File: config.mk
export PLATFORM = sky130hd
export DESIGN_NAME = stream_prefetcher
export DESIGN_NICKNAME = d
export VERILOG_FILES = /design/src/rtl/spf_pkg.sv /design/src/rtl/spf_entry.sv /design/src/rtl/spf_lru.sv /design/src/rtl/spf_arbiter.sv /design/src/rtl/stream_prefetcher.sv
export SDC_FILE = /design/constraint.sdc
export NUM_CORES = 2
export LEC_CHECK = 0
export ABC_AREA = 1
export BUFFER_PORTS_ARGS = -buffer_cell sky130_fd_sc_hd__buf_2
export CORE_ASPECT_RATIO = 0.75
export CORE_MARGIN = 2
export CORE_UTILIZATION = 49
export CTS_BUF_LIST = sky130_fd_sc_hd__clkbuf_4 sky130_fd_sc_hd__clkbuf_8
export DETAILED_ROUTE_END_ITERATION = 10
export PLACE_DENSITY_LB_ADDON = 0.05
export SETUP_SLACK_MARGIN = 0.15
export SKIP_CTS_REPAIR_TIMING = 1
export SYNTH_ARGS = -nofsm -noshare
export SYNTH_HDL_FRONTEND = slang
export SYNTH_HIERARCHICAL = 1
export SYNTH_SLANG_ARGS = --single-unit
File: constraint.sdc
create_clock -name clk -period 6.4 [get_ports clk]
set_input_delay 0.32 -clock clk [delete_from_list [all_inputs] [get_ports clk]]
set_output_delay 0.32 -clock clk [all_outputs]
set_load 0.01 [all_outputs]
File: src/rtl/spf_pkg.sv
package spf_pkg;
  // log2 of lines per 4 KiB page with 64-byte lines
  parameter int PG_OFF_W = 6;

  typedef logic [PG_OFF_W:0] off_ext_t;  // offset with one guard bit for leaving the page

  typedef enum logic { DIR_UP = 1'b0, DIR_DN = 1'b1 } dir_e;

  // next offset along the stream direction
  function automatic off_ext_t step_off(dir_e d, off_ext_t o);
    return (d == DIR_DN) ? (o - off_ext_t'(1)) : (o + off_ext_t'(1));
  endfunction

  // how many lines the prefetch pointer is ahead of the last demand
  function automatic off_ext_t lead_of(dir_e d, off_ext_t last, off_ext_t nxt);
    return (d == DIR_DN) ? (last - nxt) : (nxt - last);
  endfunction
endpackage

File: src/rtl/spf_entry.sv
module spf_entry
  import spf_pkg::*;
#(
  parameter int LINE_W    = 30,
  parameter int MAX_AHEAD = 20,
  parameter int BURST     = 2,
  localparam int TAG_W    = LINE_W - PG_OFF_W,
  localparam int BW       = $clog2(BURST + 1)
) (
  input  logic              clk,
  input  logic              rst_n,
  input  logic [LINE_W-1:0] req_line,
  input  logic              lookup_i,
  input  logic              alloc_i,
  input  logic              issue_i,
  output logic              match_o,
  output logic              elig_o,
  output logic [LINE_W-1:0] pf_line_o
);
  logic             vld_q, vld_d;
  logic [TAG_W-1:0] tag_q, tag_d;
  off_ext_t         last_q, last_d;
  dir_e             dir_q, dir_d;
  logic             conf_q, conf_d;
  off_ext_t         nxt_q, nxt_d;
  logic [BW-1:0]    bud_q, bud_d;

  logic [TAG_W-1:0] req_page;
  off_ext_t         req_off;
  logic             up_step, dn_step, in_page, behind;

  assign req_page  = req_line[LINE_W-1:PG_OFF_W];
  assign req_off   = {1'b0, req_line[PG_OFF_W-1:0]};
  assign up_step   = (req_off == last_q + off_ext_t'(1));
  assign dn_step   = (req_off + off_ext_t'(1) == last_q);
  assign in_page   = !nxt_q[PG_OFF_W];
  assign match_o   = vld_q && (tag_q == req_page);
  assign elig_o    = vld_q && conf_q && (bud_q != '0) && in_page &&
                     (lead_of(dir_q, last_q, nxt_q) <= off_ext_t'(MAX_AHEAD));
  assign pf_line_o = {tag_q, nxt_q[PG_OFF_W-1:0]};

  always_comb begin
    vld_d = vld_q; tag_d = tag_q; last_d = last_q; dir_d = dir_q;
    conf_d = conf_q; nxt_d = nxt_q; bud_d = bud_q;
    if (issue_i) begin
      nxt_d = step_off(dir_q, nxt_q);
      bud_d = bud_q - BW'(1);
    end
    behind = !nxt_d[PG_OFF_W] &&
             ((dir_q == DIR_DN) ? (nxt_d >= req_off) : (nxt_d <= req_off));
    if (alloc_i) begin
      vld_d = 1'b1; tag_d = req_page; last_d = req_off; dir_d = DIR_UP;
      conf_d = 1'b0; nxt_d = '0; bud_d = '0;
    end else if (lookup_i) begin
      if (up_step || dn_step) begin
        if (conf_q && (dir_q == dir_e'(dn_step))) begin
          last_d = req_off;
          bud_d  = BW'(BURST);
          if (behind) nxt_d = step_off(dir_q, req_off);
        end else begin
          dir_d  = dir_e'(dn_step);
          conf_d = 1'b1;
          last_d = req_off;
          nxt_d  = step_off(dir_e'(dn_step), req_off);
          bud_d  = BW'(BURST);
        end
      end else if (req_off != last_q) begin
        last_d = req_off; conf_d = 1'b0; bud_d = '0;
      end
    end
  end

  always_ff @(posedge clk) begin
    if (!rst_n) begin
      vld_q <= 1'b0; tag_q <= '0; last_q <= '0; dir_q <= DIR_UP;
      conf_q <= 1'b0; nxt_q <= '0; bud_q <= '0;
    end else begin
      vld_q <= vld_d; tag_q <= tag_d; last_q <= last_d; dir_q <= dir_d;
      conf_q <= conf_d; nxt_q <= nxt_d; bud_q <= bud_d;
    end
  end


  stall_hold_chk: assert property (@(posedge clk) disable iff (!rst_n)
    (elig_o && !issue_i && !lookup_i && !alloc_i) |=> (elig_o && $stable(pf_line_o)));


  budget_cap_chk: assert property (@(posedge clk) disable iff (!rst_n)
    bud_q <= BW'(BURST));


  single_step_chk: assert property (@(posedge clk) disable iff (!rst_n)
    (issue_i && !lookup_i && !alloc_i) |=> (nxt_q == step_off($past(dir_q), $past(nxt_q))));
endmodule

File: src/rtl/spf_lru.sv
module spf_lru #(
  parameter int N   = 8,
  localparam int IW = $clog2(N)
) (
  input  logic          clk,
  input  logic          rst_n,
  input  logic          touch_i,
  input  logic [IW-1:0] touch_idx_i,
  output logic [IW-1:0] victim_o
);
  logic [IW-1:0] age_q [N];
  logic [N-1:0]  oldest;

  always_comb begin
    victim_o = '0;
    for (int i = 0; i < N; i++) begin
      oldest[i] = (age_q[i] == IW'(N - 1));
      if (oldest[i]) victim_o = IW'(i);
    end
  end

  always_ff @(posedge clk) begin
    if (!rst_n) begin
      for (int i = 0; i < N; i++) age_q[i] <= IW'(i);
    end else if (touch_i) begin
      for (int i = 0; i < N; i++) begin
        if (IW'(i) == touch_idx_i) age_q[i] <= '0;
        else if (age_q[i] < age_q[touch_idx_i]) age_q[i] <= age_q[i] + IW'(1);
      end
    end
  end


  one_oldest_chk: assert property (@(posedge clk) disable iff (!rst_n)
    $countones(oldest) == 1);
endmodule

File: src/rtl/spf_arbiter.sv
module spf_arbiter #(
  parameter int N   = 8,
  localparam int IW = $clog2(N)
) (
  input  logic [N-1:0]  req_i,
  output logic [N-1:0]  gnt_o,
  output logic [IW-1:0] idx_o,
  output logic          any_o
);
  always_comb begin
    gnt_o = '0;
    idx_o = '0;
    for (int i = N - 1; i >= 0; i--) begin
      if (req_i[i]) idx_o = IW'(i);
    end
    any_o = |req_i;
    if (any_o) gnt_o[idx_o] = 1'b1;
  end
endmodule

File: src/rtl/stream_prefetcher.sv
module stream_prefetcher
  import spf_pkg::*;
#(
  parameter int LINE_W    = 30,
  parameter int ENTRIES   = 8,
  parameter int MAX_AHEAD = 20,
  parameter int BURST     = 2,
  localparam int IW       = $clog2(ENTRIES)
) (
  input  logic              clk,
  input  logic              rst_n,
  input  logic              req_valid,
  input  logic [LINE_W-1:0] req_line,
  output logic              pf_valid,
  output logic [LINE_W-1:0] pf_line,
  input  logic              pf_ready
);
  logic [ENTRIES-1:0] match_vec, elig_vec, gnt_vec, issue_vec, lookup_vec, alloc_vec;
  logic [LINE_W-1:0]  line_arr [ENTRIES];
  logic [IW-1:0]      hit_idx, victim_idx, gnt_idx, touch_idx;
  logic               hit;

  always_comb begin
    hit_idx = '0;
    for (int i = 0; i < ENTRIES; i++) begin
      if (match_vec[i]) hit_idx = IW'(i);
    end
  end

  assign hit       = |match_vec;
  assign touch_idx = hit ? hit_idx : victim_idx;
  assign issue_vec = (pf_valid && pf_ready) ? gnt_vec : '0;
  assign pf_line   = line_arr[gnt_idx];

  spf_lru #(.N(ENTRIES)) u_lru (
    .clk(clk), .rst_n(rst_n), .touch_i(req_valid),
    .touch_idx_i(touch_idx), .victim_o(victim_idx)
  );

  spf_arbiter #(.N(ENTRIES)) u_arb (
    .req_i(elig_vec), .gnt_o(gnt_vec), .idx_o(gnt_idx), .any_o(pf_valid)
  );

  for (genvar g = 0; g < ENTRIES; g++) begin : g_ent
    assign lookup_vec[g] = req_valid && match_vec[g];
    assign alloc_vec[g]  = req_valid && !hit && (victim_idx == IW'(g));
    spf_entry #(.LINE_W(LINE_W), .MAX_AHEAD(MAX_AHEAD), .BURST(BURST)) u_ent (
      .clk(clk), .rst_n(rst_n), .req_line(req_line),
      .lookup_i(lookup_vec[g]), .alloc_i(alloc_vec[g]), .issue_i(issue_vec[g]),
      .match_o(match_vec[g]), .elig_o(elig_vec[g]), .pf_line_o(line_arr[g])
    );
  end


  unique_page_chk: assert property (@(posedge clk) disable iff (!rst_n)
    $onehot0(match_vec));


  one_issue_chk: assert property (@(posedge clk) disable iff (!rst_n)
    $onehot0(issue_vec));


  stall_valid_chk: assert property (@(posedge clk) disable iff (!rst_n)
    (pf_valid && !pf_ready && !req_valid) |=> pf_valid);
endmodule

==> results.txt <==
----------------------------------------------------
[Run status]
  Status ... finished clean

[GRT]
  Global route overflow ... 0
  Vias in the first global route ... 30200
  Initial antenna violation count ... 5
  Pin count of the biggest net entering global routing ... 82
  First-pass GRT wire length ... 176000 um
  Overall Global Routing Usage ... 31.7%

[Clock network]
  Number of buffers on the longest clock path ... 3
  TritonCTS clock tree ... yes
  Clock network latency to the later pin of the worst-skew pair ... 0.68 ns
  Clk pin slew, worst setup/hold paths ... 0.06 ns
  H-Tree Level Count ... 3
  Library cell used as clock root buffer ... sky130_fd_sc_hd__clkbuf_8
  Clock buffers created by TritonCTS ... 68
  Num Clock Sinks ... 360

[Logic synthesis]
  Proportion of synthesized chip area in sequential cells ... 22.2%
  FFs w/ async S/R, synth ... 0%
  Synthesized netlist net count ... 5746
  Cell area after synthesis ... 33500 sq um
  Number of distinct library cell variants in the gate-level netlist after synthesis ... 57
  Post-synth EDFFs ... 24
  Commonest register cell after synthesis ... sky130_fd_sc_hd__dfxtp_1
  Count of state elements after synthesis ... 360
  Synthesized netlist cell count ... 5441
  Count of warnings emitted by yosys ... 6
  Avg Synthesized Cell Area ... 6.16 sq um

[Worst hold path]
  Type of the most critical hold path ... in2reg
  Hold Path Cell Cnt ... 3

[Floorplanning]
  Top-level I/O count ... 65
  Overall die width ... 306 um
  Y dimension of the die ... 230 um
  Area of the core ... 67200 sq um
  Initial core utilization ... 49.8%
  Total Die Area ... 70500 sq um
  Number of rows in the core area ... 82

[Worst setup path]
  Worst Reg2Reg Path Length in Cells ... 35
  Crit path required time ... 6.08 ns
  Worst path arrival time ... 5.31 ns
  Critical Path Fanout Max ... 48
  CP startpoint kind ... flip-flop
  Kind of end point of the critical path ... primary output
  Critical path type ... reg2out

[Pwr]
  Pwr/cell area ... 336 nW/um^2
  Worst VDD drop ... 0.278 mV
  Leak ... 0.0169 uW

[Drt]
  Number of search-and-repair iterations in the first detailed-routing pass ... 6
  Average routed wire per standard cell ... 17.8 um
  Remaining antenna violation count ... 0
  Remaining routing DRC violations ... 0
  Vias per Instance ... 5.36
  Routed WL ... 114000 um
  Initial detailed-routing violation count ... 3652
  Via count ... 34200

[Placed design]
  Area after detailed placement ... 34300 sq um
  Detailed Place HPWL ... 84000 um
  Routability congestion estimate ... 0.935
  Buffers added on ports ... 64

[STA]
  Number of setup violations in the final report ... 0
  Final-report max-slew violation count ... 0
  Final-layout setup total negative slack ... 0 ns
  Post-route fraction of the period consumed by the critical path ... 87.9%
  Worst hold-check slack ... 0.0566 ns
  RSZ-0062 raised after global routing ... no
  Normalized max-slew margin ... 26.0%
  Min Tclk post-route ... 5.63 ns
  Fin. Hold Viols ... 0
  Pin slew with the least headroom to its limit ... 1.11 ns
  Clk_skew ... 0.0320 ns
  Maximum operating frequency ... 178 MHz

[Finish]
  Signed area change from the synthesized netlist to the final layout ... 6.95%
  Share of layout cells above drive strength 1 ... 8.25%
  Final core utilization ... 53.3%
  Final instance area ... 35800 sq um
  Number of nets at the end of the flow ... 5740

[Run]
  Reported max-cap violation count ... 0

----------------------------------------------------
[logic make-up (layout without fill, tap and decap cells)]
kind of cell | after synthesis | after routing | synth area share (%)
AND/OR/NAND/NOR | 2737 | 2737 | 34.1
buffers and inverters | 976 | 1023 | 12.2
AO/OA/AOI/OAI | 917 | 917 | 16.0
flip-flops | 360 | 360 | 22.2
adder cells (fa/ha/maj) | 271 | 271 | 10.7
XOR/XNOR | 156 | 156 | 4.08
multiplexers | 24 | 24 | 0.717
other | 0 | 3 | 0
[cells in the final DEF, fill, tap and decap left out, types with 10 or more instances in the layout]
cell type and instances:
sky130_fd_sc_hd__o22ai_1 41, sky130_fd_sc_hd__clkbuf_8 92, sky130_fd_sc_hd__inv_2 41, sky130_fd_sc_hd__ha_1 247, sky130_fd_sc_hd__a21oi_1 249, sky130_fd_sc_hd__xnor2_1 64, sky130_fd_sc_hd__inv_1 712, sky130_fd_sc_hd__fa_1 24
sky130_fd_sc_hd__xor2_1 92, sky130_fd_sc_hd__buf_4 70, sky130_fd_sc_hd__a21boi_0 15, sky130_fd_sc_hd__nor2_2 17, sky130_fd_sc_hd__clkbuf_4 19, sky130_fd_sc_hd__nor3_1 19, sky130_fd_sc_hd__edfxtp_1 24, sky130_fd_sc_hd__a221oi_1 29
sky130_fd_sc_hd__nor4_1 12, sky130_fd_sc_hd__o21bai_1 10, sky130_fd_sc_hd__or2_2 47, sky130_fd_sc_hd__nand4_1 30, sky130_fd_sc_hd__buf_2 63, sky130_fd_sc_hd__nand2_4 17, sky130_fd_sc_hd__nand3_1 329, sky130_fd_sc_hd__dfxtp_1 336
sky130_fd_sc_hd__o211ai_1 13, sky130_fd_sc_hd__mux2i_1 24, sky130_fd_sc_hd__o21ai_0 441, sky130_fd_sc_hd__a211oi_1 36, sky130_fd_sc_hd__nand2_2 21, sky130_fd_sc_hd__o21ai_1 16, sky130_fd_sc_hd__nand2_1 1439, sky130_fd_sc_hd__nand3_2 10
sky130_fd_sc_hd__nor2_1 763
[critical path, stage by stage, from the launching register on]
cell	delay, ns
sky130_fd_sc_hd__dfxtp_1	0.49
sky130_fd_sc_hd__inv_1	0.08
sky130_fd_sc_hd__ha_1	0.23
sky130_fd_sc_hd__fa_1	0.35
sky130_fd_sc_hd__o21ai_0	0.31
sky130_fd_sc_hd__a21oi_1	0.12
sky130_fd_sc_hd__o21ai_0	0.21
sky130_fd_sc_hd__nand2_1	0.10
sky130_fd_sc_hd__nand2_1	0.07
sky130_fd_sc_hd__nand2_1	0.05
sky130_fd_sc_hd__nand3_1	0.07
sky130_fd_sc_hd__xor2_1	0.15
sky130_fd_sc_hd__nor2_1	0.08
sky130_fd_sc_hd__nor2_2	0.19
sky130_fd_sc_hd__inv_1	0.15
sky130_fd_sc_hd__nor2_1	0.22
sky130_fd_sc_hd__nor2_4	0.05
sky130_fd_sc_hd__inv_2	0.79
sky130_fd_sc_hd__buf_4	0.38
sky130_fd_sc_hd__nor2_1	0.07
sky130_fd_sc_hd__nand2_1	0.06
sky130_fd_sc_hd__nand2_1	0.05
sky130_fd_sc_hd__nand2_1	0.05
sky130_fd_sc_hd__nand2_1	0.14
sky130_fd_sc_hd__buf_2	0.18
[per-stage QoR]
step           setup slack (ns)  cells  total power, uW
6_report                  0.775   6373            12000
5_1_grt                   0.192   6371            13000
4_1_cts                   0.796   6369            12000
3_5_place_dp              0.918   6246             9360
3_3_place_gp               1.11   6246             9290
2_1_floorplan              1.73   5441             7710
[metal layers]
layer	track usage, %	routed length [um]	up-vias
li1	-	-	17400
met1	49.1	56900	15300
met2	42.5	42400	1340
met3	8.17	12100	125
met4	7.34	2140	2
met5	0	13	-
[synth_stat cells (47+ instances only)]
cell / n / area (sq um)
sky130_fd_sc_hd__or2_2: 47 / 294
sky130_fd_sc_hd__inv_1: 713 / 2680
sky130_fd_sc_hd__a21oi_1: 249 / 1250
sky130_fd_sc_hd__o21ai_0: 441 / 2210
sky130_fd_sc_hd__xnor2_1: 64 / 561
sky130_fd_sc_hd__xor2_1: 92 / 806
sky130_fd_sc_hd__nor2_1: 769 / 2890
sky130_fd_sc_hd__nand2_1: 1439 / 5400
sky130_fd_sc_hd__clkbuf_1: 93 / 349
sky130_fd_sc_hd__buf_4: 73 / 548
sky130_fd_sc_hd__nand3_1: 329 / 1650
sky130_fd_sc_hd__dfxtp_1: 336 / 6730
sky130_fd_sc_hd__ha_1: 247 / 3090
[final cells by class]
| type | instances | area [sq um] |
|---|---|---|
| clock inverters | 13 | 103 |
| fillers | 6995 | 31400 |
| inverters | 763 | 2870 |
| multi-input cells | 4105 | 22000 |
| diodes | 3 | 7.51 |
| well taps | 882 | 1100 |
| clock buffers | 110 | 1400 |
| repair buffers | 137 | 905 |
| flip-flops and latches | 360 | 7450 |
[sequential cells by signal, indices dropped and copies added, names as in the netlist]
name / flops
g_ent.u_ent/tag_q: 192
g_ent.u_ent/conf_q: 8
g_ent.u_ent/vld_q: 8
g_ent.u_ent/dir_q: 8
g_ent.u_ent/nxt_q: 56
u_lru/age_q: 24
g_ent.u_ent/last_q: 48
g_ent.u_ent/bud_q: 16
[report_power, final]
part,total (uW),internal [uW],switching (uW),leakage [uW]
clock,2560,1420,1140,0.000799
combinational,5840,2070,3770,0.0131
sequential,3630,2960,667,0.00296
total,12000,6450,5570,0.0169
[path summary, 6_finish.rpt]
path | start | to | slack [ns]
setup / recovery | g_ent[3].u_ent/nxt_q[0]$_SDFF_PP0_ | pf_line[23] | 0.77
hold / removal | req_line[28] | g_ent[1].u_ent/tag_q[22]$_SDFFE_PN0P_ | 0.06
setup reg to reg | g_ent[1].u_ent/nxt_q[0]$_SDFF_PP0_ | g_ent[7].u_ent/nxt_q[5]$_SDFF_PP0_ | 0.84
hold reg to reg | g_ent[0].u_ent/bud_q[0]$_SDFF_PP0_ | g_ent[0].u_ent/bud_q[0]$_SDFF_PP0_ | 0.45
Power figures use the tool's default switching activity.
